File: config.mk
export PLATFORM = sky130hd
export DESIGN_NAME = tone_freq_counter
export DESIGN_NICKNAME = d
export VERILOG_FILES = /design/src/rtl/tfc_pkg.sv /design/src/rtl/tfc_sync.sv /design/src/rtl/tfc_gate_timer.sv /design/src/rtl/tfc_cycle_counter.sv /design/src/rtl/tone_freq_counter.sv
export SDC_FILE = /design/constraint.sdc
export NUM_CORES = 1
export LEC_CHECK = 0
export CORE_MARGIN = 3
export CORE_UTILIZATION = 50
export DETAILED_ROUTE_END_ITERATION = 10
export HOLD_SLACK_MARGIN = 0.1
export PLACE_DENSITY = 0.68
export SLEW_MARGIN = 40
export SYNTH_ARGS = -nofsm -noshare
export SYNTH_HDL_FRONTEND = slang
export SYNTH_HIERARCHICAL = 1
export SYNTH_SLANG_ARGS = --single-unit
File: constraint.sdc
create_clock -name clk -period 2.95 [get_ports clk]
set_input_delay 0.59 -clock clk [delete_from_list [all_inputs] [get_ports clk]]
set_output_delay 0.59 -clock clk [all_outputs]
set_load 0.03 [all_outputs]
File: src/rtl/tfc_pkg.sv
package tfc_pkg;
  localparam int RES_W = 6;
  localparam logic [RES_W-1:0] RES_MAX = {RES_W{1'b1}};
  typedef logic [RES_W-1:0] res_t;

  // saturating add of a single-bit increment
  function automatic res_t sat_inc(input res_t v, input logic inc);
    if (inc && v != RES_MAX) return v + res_t'(1);
    return v;
  endfunction
endpackage

File: src/rtl/tfc_sync.sv
module tfc_sync #(
  parameter int STAGES = 2
) (
  input  logic clk,
  input  logic rst,
  input  logic async_in,
  output logic rise
);
  logic [STAGES:0] sh;

  always_ff @(posedge clk) begin
    if (rst) sh <= '0;
    else     sh <= {sh[STAGES-1:0], async_in};
  end

  // sh[STAGES-1] is the synchronised level, sh[STAGES] its previous value
  assign rise = sh[STAGES-1] & ~sh[STAGES];
endmodule

File: src/rtl/tfc_gate_timer.sv
module tfc_gate_timer #(
  parameter int TW = 18
) (
  input  logic          clk,
  input  logic          rst,
  input  logic          restart,
  input  logic [TW-1:0] gate_len,
  output logic          win_end
);
  logic [TW-1:0] tmr;
  logic          last;

  assign last    = (tmr == gate_len - TW'(1));
  assign win_end = last & ~restart;

  always_ff @(posedge clk) begin
    if (rst || restart || last) tmr <= '0;
    else                        tmr <= tmr + TW'(1);
  end

  // the timer never runs past the active gate outside an abort
  tmr_in_gate_chk: assert property (@(posedge clk) disable iff (rst)
    !restart |-> (tmr < gate_len));
endmodule

File: src/rtl/tfc_cycle_counter.sv
module tfc_cycle_counter
  import tfc_pkg::*;
(
  input  logic clk,
  input  logic rst,
  input  logic rise,
  input  logic clear,
  input  logic win_end,
  output res_t result,
  output logic done
);
  res_t cnt;

  always_ff @(posedge clk) begin
    if (rst) begin
      cnt    <= '0;
      result <= '0;
      done   <= 1'b0;
    end else begin
      done <= win_end;
      if (clear) begin
        cnt <= '0;
      end else if (win_end) begin
        result <= sat_inc(cnt, rise);
        cnt    <= '0;
      end else begin
        cnt <= sat_inc(cnt, rise);
      end
    end
  end


  sat_hold_chk: assert property (@(posedge clk) disable iff (rst)
    (cnt == RES_MAX && !clear && !win_end) |=> (cnt == RES_MAX));

  done_single_chk: assert property (@(posedge clk) disable iff (rst)
    done |=> !done);
endmodule

File: src/rtl/tone_freq_counter.sv
module tone_freq_counter
  import tfc_pkg::*;
#(
  parameter int LO_GATE     = 141285,
  parameter int HI_GATE     = 47095,
  parameter int SYNC_STAGES = 2
) (
  input  logic             clk,
  input  logic             rst,
  input  logic             sig_in,
  input  logic             band_hi,
  input  logic             sig_good,
  output logic [RES_W-1:0] result,
  output logic             done
);
  localparam int GMAX = (LO_GATE > HI_GATE) ? LO_GATE : HI_GATE;
  localparam int TW   = $clog2(GMAX + 1);

  logic          band_q;
  logic          abort;
  logic          rise;
  logic          win_end;
  logic [TW-1:0] gate_len;

  always_ff @(posedge clk) begin
    if (rst) band_q <= 1'b0;
    else     band_q <= band_hi;
  end

  assign abort    = ~sig_good | (band_hi ^ band_q);
  assign gate_len = band_hi ? TW'(HI_GATE) : TW'(LO_GATE);

  tfc_sync #(.STAGES(SYNC_STAGES)) u_sync (
    .clk(clk), .rst(rst), .async_in(sig_in), .rise(rise)
  );

  tfc_gate_timer #(.TW(TW)) u_timer (
    .clk(clk), .rst(rst), .restart(abort), .gate_len(gate_len), .win_end(win_end)
  );

  tfc_cycle_counter u_cnt (
    .clk(clk), .rst(rst), .rise(rise), .clear(abort), .win_end(win_end),
    .result(result), .done(done)
  );


  bad_no_done_chk: assert property (@(posedge clk) disable iff (rst)
    !sig_good |=> !done);

  band_no_done_chk: assert property (@(posedge clk) disable iff (rst)
    (band_hi != $past(band_hi)) |=> !done);

  result_hold_chk: assert property (@(posedge clk) disable iff (rst)
    !done |-> $stable(result));
endmodule

# Word-level counts from Yosys, hierarchy flattened

Cells that the tools add are included.

Bitwise gates (word level): 7
Reductions and logical operators: 5
Multiplexer cells: 10
Equality and inequality tests: 2
Add/subtract/negate cells: 3

Operators by type and width:

| operator                                                              | count |
|---|---|
| 18-bit by 1-bit adder with 18-bit output (second input constant)      | 1 |
| 18-bit == test                                                        | 1 |
| 18-bit two-way mux                                                    | 1 |
| 18-bit by 1-bit subtractor with 18-bit output (second input constant) | 1 |
| 6-bit two-way mux                                                     | 2 |
| 1-bit two-way mux                                                     | 7 |
| 6-bit by 1-bit adder with 6-bit output (second input constant)        | 1 |
| 6-bit != test (second input constant)                                 | 1 |
| 1-bit inverter                                                        | 3 |
| 3-bit OR reduction                                                    | 1 |
| 1-bit AND                                                             | 2 |
| 1-bit logical OR                                                      | 2 |
| 2-bit AND reduction                                                   | 1 |
| 1-bit logical AND                                                     | 1 |
| 1-bit bitwise OR                                                      | 1 |
| 1-bit bitwise XOR                                                     | 1 |

Output and inout port bits: 7
Logic and storage cells: 33
Register bits: 35

# Depth between registers and ports, before layout

Gate-level depths: netlist of run 1.

Depth after elaboration: 8
Mapped depth: 13

# Modules after synthesis

The synthesis of run 1 kept the hierarchy.

Modules (own cells, without submodules):

| module            | seq. area each (um^2) | area an instance (um^2) | cells an instance | instances |
|---|---|---|---|---|
| tfc_gate_timer    | 360.3                 | 1495.2                  | 197               | 1 |
| tfc_cycle_counter | 260.2                 | 574.3                   | 60                | 1 |
| tfc_sync          | 60.1                  | 87.6                    | 7                 | 1 |
| tone_freq_counter | 20.0                  | 47.5                    | 7                 | 1 |

# Worst setup path after synthesis of run 1

No wires, ideal clock.

Path type: input -> register
From: input port band_hi
To: register u_cnt.result[2]
Required time: 2.886 ns
Library setup time: 0.064 ns
Arrival time: 2.527 ns
Path slack: 0.360 ns
Stages on the path: 11
Cells stage by stage: inv_1 -> ha_1 -> xnor2_1 -> nor2_1 -> o2111ai_1 -> nor4_2 -> and3b_1 -> nand2b_1 -> clkbuf_1 -> o31a_1 -> nor2_1

Word-level cells in the longest chain between the ends: 5
Elaborated cells on any way between the ends: 8
Those cells by class: add/sub: 1; eq/ne: 1; mux: 1; bitwise: 4; reduce/logical: 1

RTL lines:

| item                                                                                     | RTL line                                         | text |
|---|---|---|
| from (decl)                                                                              | tone_freq_counter.sv:11                          | `input logic band_hi,` |
| 18-bit two-way mux / 1-bit bitwise XOR (equally long branches)                           | tone_freq_counter.sv:31, tone_freq_counter.sv:30 |  |
| 18-bit by 1-bit subtractor with 18-bit output / 1-bit bitwise OR (equally long branches) | tfc_gate_timer.sv:13, tone_freq_counter.sv:30    |  |
| 18-bit == test / 1-bit inverter (equally long branches)                                  | tfc_gate_timer.sv:13, tfc_gate_timer.sv:14       |  |
| 1-bit AND *                                                                              | tfc_gate_timer.sv:14                             | `assign win_end = last & ~restart;` |
| net win_end                                                                              | tone_freq_counter.sv:22                          | `logic win_end;` |
| 2-bit AND reduction (no source line) *                                                   | -                                                |  |
| to (signal assigned)                                                                     | tfc_cycle_counter.sv:24                          | `result <= sat_inc(cnt, rise);` |
| to (decl)                                                                                | tfc_cycle_counter.sv:9                           | `output res_t result,` |

The timed path passes the listed nets; every way through them passes the cells marked *.
A chain may end at the register's enable or synchronous reset.

# Worst setup path after layout of run 1

Same ends and word-level chain as after synthesis.

==> impl_metrics.env, run 1 <==
export IMPL_status="finished clean"
export IMPL_cts_max_path_buffers=2
export IMPL_setup_viol=0
export IMPL_skew_ns=0.00736
export IMPL_required_ns=3.18
export IMPL_synth_edf_count=0
export IMPL_slew_viol_final=0
export IMPL_gp_congestion=0.870
export IMPL_cts_tree="yes"
export IMPL_grt_pass1_vias=1714
export IMPL_cp_start_kind="primary input"
export IMPL_syn_to_final_growth_pct=22.5
export IMPL_rsz0062_at_grt="false"
export IMPL_async_flop_share=0
export IMPL_mostFrequentLayoutCell="conb_1"
export IMPL_synth_cell_area_um2=2200
export IMPL_multi_input_area_um2=1620
export IMPL_synthFlopType="dfxtp_1"
export IMPL_crit_chain="clkdlybuf4s50_1 > buf_4 > nand2b_1 > nand3_1 > o21ai_0 > nand4_2 > nor4_4 > and3b_1 > nand2b_1 > o31a_1 > nor2_1"
export IMPL_grtUsageMet3=0.0416
export IMPL_leakage_nw=1.07
export IMPL_min_to="u_sync/sh[1]$_SDFF_PP0_"
export IMPL_dieArea_um2=5240
export IMPL_worst_setup_path_end_kind="flop"
export IMPL_core_area_um2=4120
export IMPL_vias_per_cell=4.86
export IMPL_cts_sinks=35
export IMPL_clk_pin_slew_ns=0.07
export IMPL_cts_buffers=5
export IMPL_cap_violations=0
export IMPL_r2r_start="u_timer/tmr[14]$_SDFF_PP0_"
export IMPL_fillers=375
export IMPL_dr_total_vias=1911
export IMPL_dp_hpwl_mm=3.46
export IMPL_drtIter0Drc=66
export IMPL_num_antenna_cells=0
export IMPL_r2r_end="u_cnt/result[2]$_SDFFE_PP0P_"
export IMPL_drt_pass1_iter_count=4
export IMPL_critPathKind="primary input to flop"
export IMPL_crit_top_cell="nand2b_1"
export IMPL_max_clock_freq_mhz=375
export IMPL_power_w=0.000997
export IMPL_avgSynthCellArea_um2=8.14
export IMPL_cts_resized=0
export IMPL_r2r_slack_ns=0.68
export IMPL_fin_nets=350
export IMPL_finalSetupTns_ns=0
export IMPL_ant_nets=0
export IMPL_drive_gt1_frac=0.0991
export IMPL_grt_busiest_layer="met1"
export IMPL_die_h_um=72.4
export IMPL_io_pins=12
export IMPL_grt_usage=0.194
export IMPL_rows=23
export IMPL_cts_root_buf="clkbuf_8"
export IMPL_fin_crit_sh=0.903
export IMPL_min_path_cells=1
export IMPL_antenna_found_initial=0
export IMPL_synth_seq_cells=35
export IMPL_drcViolationCount=0
export IMPL_port_buffer_count=11
export IMPL_cts_setup_buffers=0
export IMPL_grt_first_pass_wirelength_mm=7.99
export IMPL_clk_latency_ns=0.28
export IMPL_yosysWarningCount=6
export IMPL_layout_area_seq_um2=701
export IMPL_synthDistinctLibCells=55
export IMPL_htree_levels=2
export IMPL_grt_overflow=0
export IMPL_power_density_nw_per_um2=369
export IMPL_postSynthCellCount=271
export IMPL_use_met1=0.285
export IMPL_finalHoldViolations=0
export IMPL_cts_hold_buf=0
export IMPL_routed_wl_mm=4.61
export IMPL_die_w_um=72.4
export IMPL_worstPathMaxFanout=8
export IMPL_grt_max_degree=19
export IMPL_wl_per_cell_um=11.7
export IMPL_max_vdd_ir_drop_mv=0.341
export IMPL_start_util=0.536
export IMPL_min_period_ns=2.66
export IMPL_critPathArrivalTime_ns=2.89
export IMPL_grt_use_met2=0.284
export IMPL_r2r_cells=8
export IMPL_min_from="u_sync/sh[0]$_SDFF_PP0_"
export IMPL_seq_area_frac_synth=0.318
export IMPL_crit_slowest_cell="clkdlybuf4s50_1"
export IMPL_layout_common_cells="conb_1 (55), dfxtp_1 (35), nand2_1 (30)"
export IMPL_max_stage_delay_ns=0.54
export IMPL_hold_path_class="flop to flop"
==> flip-flops by register name (all words and copies together) (netlist names) <==
register and flops:
u_cnt/result 6, u_cnt/done 1, u_sync/sh 3, band_q 1, u_timer/tmr 18, u_cnt/cnt 6
==> final cells by class <==
class | count | area share
Multi-Input combinational cell | 273 | 0.600
Sequential cell | 35 | 0.259
Timing Repair Buffer | 20 | 0.0658
Clock buffer | 5 | 0.0255
Tap cell | 50 | 0.0232
Clock inverter | 3 | 0.0162
Inverter | 7 | 0.00973
==> through the flow <==
stage	utilization	setup WS [ns]	hold WS, ns	cell area [µm²]	cells
global route	0.656	0.129	0.472	2700	393
detailed placement	0.629	-0.00870	0.448	2590	385
finish	0.656	0.286	0.457	2700	393
floorplan	-	0.360	0.414	2400	324
CTS	0.656	0.283	0.459	2700	393
global placement	0.629	0.0547	0.442	2590	385
==> logic make-up (layout without fill, tap and decap cells) <==
group,after synthesis,in the layout,share of synthesized area
AND/OR/NAND/NOR,127,127,0.327
AO/OA/AOI/OAI,50,50,0.144
flip-flops,35,35,0.318
XOR/XNOR,33,33,0.131
buffers and inverters,16,35,0.0369
multiplexers,5,5,0.0227
adder cells (fa/ha/maj),3,3,0.0170
other,2,55,0.00341
==> how the worst max path moves through the flow <==
stage	from	end	slack (ns)
floorplan	band_hi	u_cnt/result[2]$_SDFFE_PP0P_	0.36
global placement	band_hi	u_cnt/result[2]$_SDFFE_PP0P_	0.05
detailed placement	band_hi	u_cnt/result[2]$_SDFFE_PP0P_	-0.009
CTS	band_hi	u_cnt/result[2]$_SDFFE_PP0P_	0.28
global route	band_hi	u_cnt/result[2]$_SDFFE_PP0P_	0.13
finish	band_hi	u_cnt/result[2]$_SDFFE_PP0P_	0.29
==> layer usage <==
layer / up-vias / share of wire
met1: 840 / 0.54
li1: 1046 / -
met5: - / 0
met2: 20 / 0.42
met3: 5 / 0.037
met4: 0 / 0.0096
==> synth_stat cells, drive strengths merged, types with 5 or more instances <==
cell type   n  area, µm²
nand4       7       50.1
dfxtp      35        701
a21oi      24        120
nand3      11       60.1
inv         7       26.3
buf         5       40.0
xnor2      21        184
mux2i       5       50.1
nor4        5       52.6
o21ai       8       43.8
nor2       25       93.8
xor2       12        105
nor3        7       45.0
nand2      31        119
nand2b      9       56.3
nor2b       6       40.0
==> worst max-delay path: cells and delay by family <==
family / cells / cell delay [ns]
and+or+nand+nor: 7 / 1.16
AOI/OAI and AO/OA: 2 / 0.44
buffers and inverters: 2 / 0.70
==> where the power goes <==
| group | switching [W] | total, W | leakage [nW] | internal [W] |
|---|---|---|---|---|
| clock | 0.000177 | 0.000429 | 0.0581 | 0.000251 |
| combinational | 0.0000534 | 0.0000910 | 0.733 | 0.0000377 |
| sequential | 0.00000212 | 0.000478 | 0.283 | 0.000476 |
| total | 0.000233 | 0.000997 | 1.07 | 0.000765 |
Note: power is estimated with default switching activity, not from simulation.
==> inputs of run 2 (changes only) <==
- PLACE_DENSITY: 0.68 -> 0.7
==> run 2 against run 1 <==
Cell count unchanged. Sequential power about the same. Count of clock-buffer cells in the layout increased by 1. Clock power decreased by 15%. Register-to-register slack improved by 0.05 ns. Routed wire length decreased by 2.9%. Largest cell class unchanged. Die area unchanged. Combinational power decreased by 1%. First-iteration DRC count increased by 94%. Sequential share of layout area increased by 0.13 points.
==> impl_metrics.env, run 2 (synthesis gave the netlist of run 1 again) <==
export IMPL_status="finished clean"
export IMPL_leakage_nw=1.06
export IMPL_reg_top3="u_timer/tmr (18), u_cnt/cnt (6), u_cnt/result (6)"
export IMPL_vias_per_cell=4.88
export IMPL_switching_share=0.249
export IMPL_gp_congestion=0.784
export IMPL_setup_viol=0
export IMPL_share_seq_of_total_power=0.511
export IMPL_r2r_start="u_timer/tmr[14]$_SDFF_PP0_"
export IMPL_cts_max_path_buffers=2
export IMPL_tightest_slew_ns=0.551
export IMPL_min_period_ns=2.73
export IMPL_dieArea_um2=5240
export IMPL_crit_slowest_cell="clkdlybuf4s50_1"
export IMPL_clk_latency_ns=0.29
export IMPL_top_layer="met4"
export IMPL_cts_sinks=35
export IMPL_max_vdd_ir_drop_mv=0.254
export IMPL_worst_slew_margin_rel=0.631
export IMPL_finalHoldViolations=0
export IMPL_io_pins=12
export IMPL_finalSetupTns_ns=0
export IMPL_die_h_um=72.4
export IMPL_p_clk_frac=0.392
export IMPL_core_area_um2=4120
export IMPL_worstPathMaxFanout=16
export IMPL_syn_to_final_growth_pct=21.9
export IMPL_clk_pin_slew_ns=0.07
export IMPL_place_ws_ns=-0.0723
export IMPL_whs_ns=0.451
export IMPL_num_antenna_cells=0
export IMPL_required_ns=3.15
export IMPL_drt_pass1_iter_count=4
export IMPL_cap_violations=0
export IMPL_switchingPower_w=0.000233
export IMPL_critPathLaunch="band_hi"
export IMPL_largest_register_ffs=18
export IMPL_crit_chain="clkdlybuf4s50_1 > buf_4 > nand2b_1 > o2111ai_1 > o31a_1 > nor4_4 > and3b_1 > buf_4 > and2b_1 > nor2_1 > a211oi_1"
export IMPL_die_w_um=72.4
export IMPL_hold_path_class="flop to flop"
export IMPL_skew_ns=0.00837
export IMPL_cts_root_buf="clkbuf_8"
export IMPL_antenna_found_initial=0
export IMPL_worst_setup_path_end_kind="flop"
export IMPL_dp_hpwl_mm=3.43
export IMPL_p_int_w=0.000702
export IMPL_drcViolationCount=0
export IMPL_cts_tree="yes"
export IMPL_met3_wirelength_um=160
export IMPL_cp_start_kind="primary input"
export IMPL_rows=23
export IMPL_final_util=0.653
export IMPL_drtIter0Drc=128
export IMPL_routed_wl_mm=4.48
export IMPL_power_w=0.000934
export IMPL_fillers=393
export IMPL_mostFrequentLayoutCell="conb_1"
export IMPL_met1_length_mm=2.32
export IMPL_slew_viol_final=0
export IMPL_grt_pass1_vias=1783
export IMPL_p_comb_frac=0.096
export IMPL_port_buffer_count=11
export IMPL_multi_input_area_um2=1620
export IMPL_critPathKind="primary input to flop"
export IMPL_grt_first_pass_wirelength_mm=8.15
export IMPL_dr_total_vias=1918
export IMPL_wl_per_cell_um=11.4
export IMPL_layout_common_cells="conb_1 (55), dfxtp_1 (35), nand2_1 (30)"
export IMPL_fin_nets=350
export IMPL_max_clock_freq_mhz=366
export IMPL_cts_hold_buf=0
export IMPL_cts_buffers=5
export IMPL_start_util=0.536
export IMPL_setup_slack_ns=0.219
export IMPL_cts_setup_buffers=0
export IMPL_layout_area_seq_um2=701
export IMPL_met2_length_mm=1.93
export IMPL_htree_levels=2
export IMPL_crit_top_cell="buf_4"
export IMPL_critPathArrivalTime_ns=2.93
export IMPL_cts_resized=0
export IMPL_drive_gt1_frac=0.0991
export IMPL_grt_usage=0.196
export IMPL_grt_max_degree=19
export IMPL_power_density_nw_per_um2=348
export IMPL_grt_overflow=0
export IMPL_ant_nets=0
export IMPL_min_from="u_sync/sh[0]$_SDFF_PP0_"
export IMPL_fin_crit_sh=0.926
export IMPL_top_register="u_timer/tmr"
export IMPL_max_stage_delay_ns=0.55
export IMPL_rsz0062_at_grt="false"
[run 2: changes by cell type in the layout (fill, tap and decap cells not counted), sizes merged]
| cell | before | now |
|---|---|---|
| clkbuf | 5 | 6 |
| bufinv | 1 | 0 |
| clkinv | 2 | 1 |
| clkinvlp | 0 | 1 |
[run 2: critical path: cells and delay by family]
kind                   cells  cell delay (ns)
buffers and inverters      3             0.91
AO/OA/AOI/OAI              3             0.49
AND/OR/NAND/NOR            5             0.93
[run 2: layout make-up]
cell class	count	area share
clock buffer	6	0.0307
clock inverter	2	0.00605
inverter	7	0.00978
multi-input combinational	273	0.603
sequential	35	0.261
tap	50	0.0233
timing repair buffer	20	0.0661
[run 2: per-stage QoR]
stage	instance area, µm²	cells
after global routing	2690	393
after global placement	2590	385
after detailed placement	2590	385
after floorplan	2400	324
final	2690	393
after CTS	2690	393
[run 2: power by group through the flow]
stage          clock network (W)  logic (W)  registers (W)
2_1_floorplan                  0  0.0000675       0.000488
3_3_place_gp                   0  0.0000855       0.000489
3_5_place_dp                   0  0.0000857       0.000489
4_1_cts                 0.000376  0.0000862       0.000478
5_1_grt                 0.000398   0.000105       0.000478
6_report                0.000366  0.0000901       0.000478
[run 2: worst paths after layout]
| kind | end | slack [ns] | cells past startpoint |
|---|---|---|---|
| hold reg to reg | u_sync/sh[1]$_SDFF_PP0_ | 0.45 | 1 |
| hold / removal | u_sync/sh[1]$_SDFF_PP0_ | 0.45 | 1 |
| setup reg to reg | u_cnt/result[0]$_SDFFE_PP0P_ | 0.73 | 9 |
| setup / recovery | u_cnt/result[0]$_SDFFE_PP0P_ | 0.22 | 11 |
[run 2: per-layer routing]
| layer | vias up | track usage |
|---|---|---|
| met5 | - | 0 |
| met4 | 0 | 0.0615 |
| met3 | 5 | 0.0416 |
| met2 | 22 | 0.297 |
| met1 | 846 | 0.279 |
| li1 | 1045 | - |
==> inputs of run 3 (changes only) <==
- CTS_CLUSTER_DIAMETER: default -> 30
==> results of run 3 <==
Final layout, timing and power as in run 2 (identical DEF).
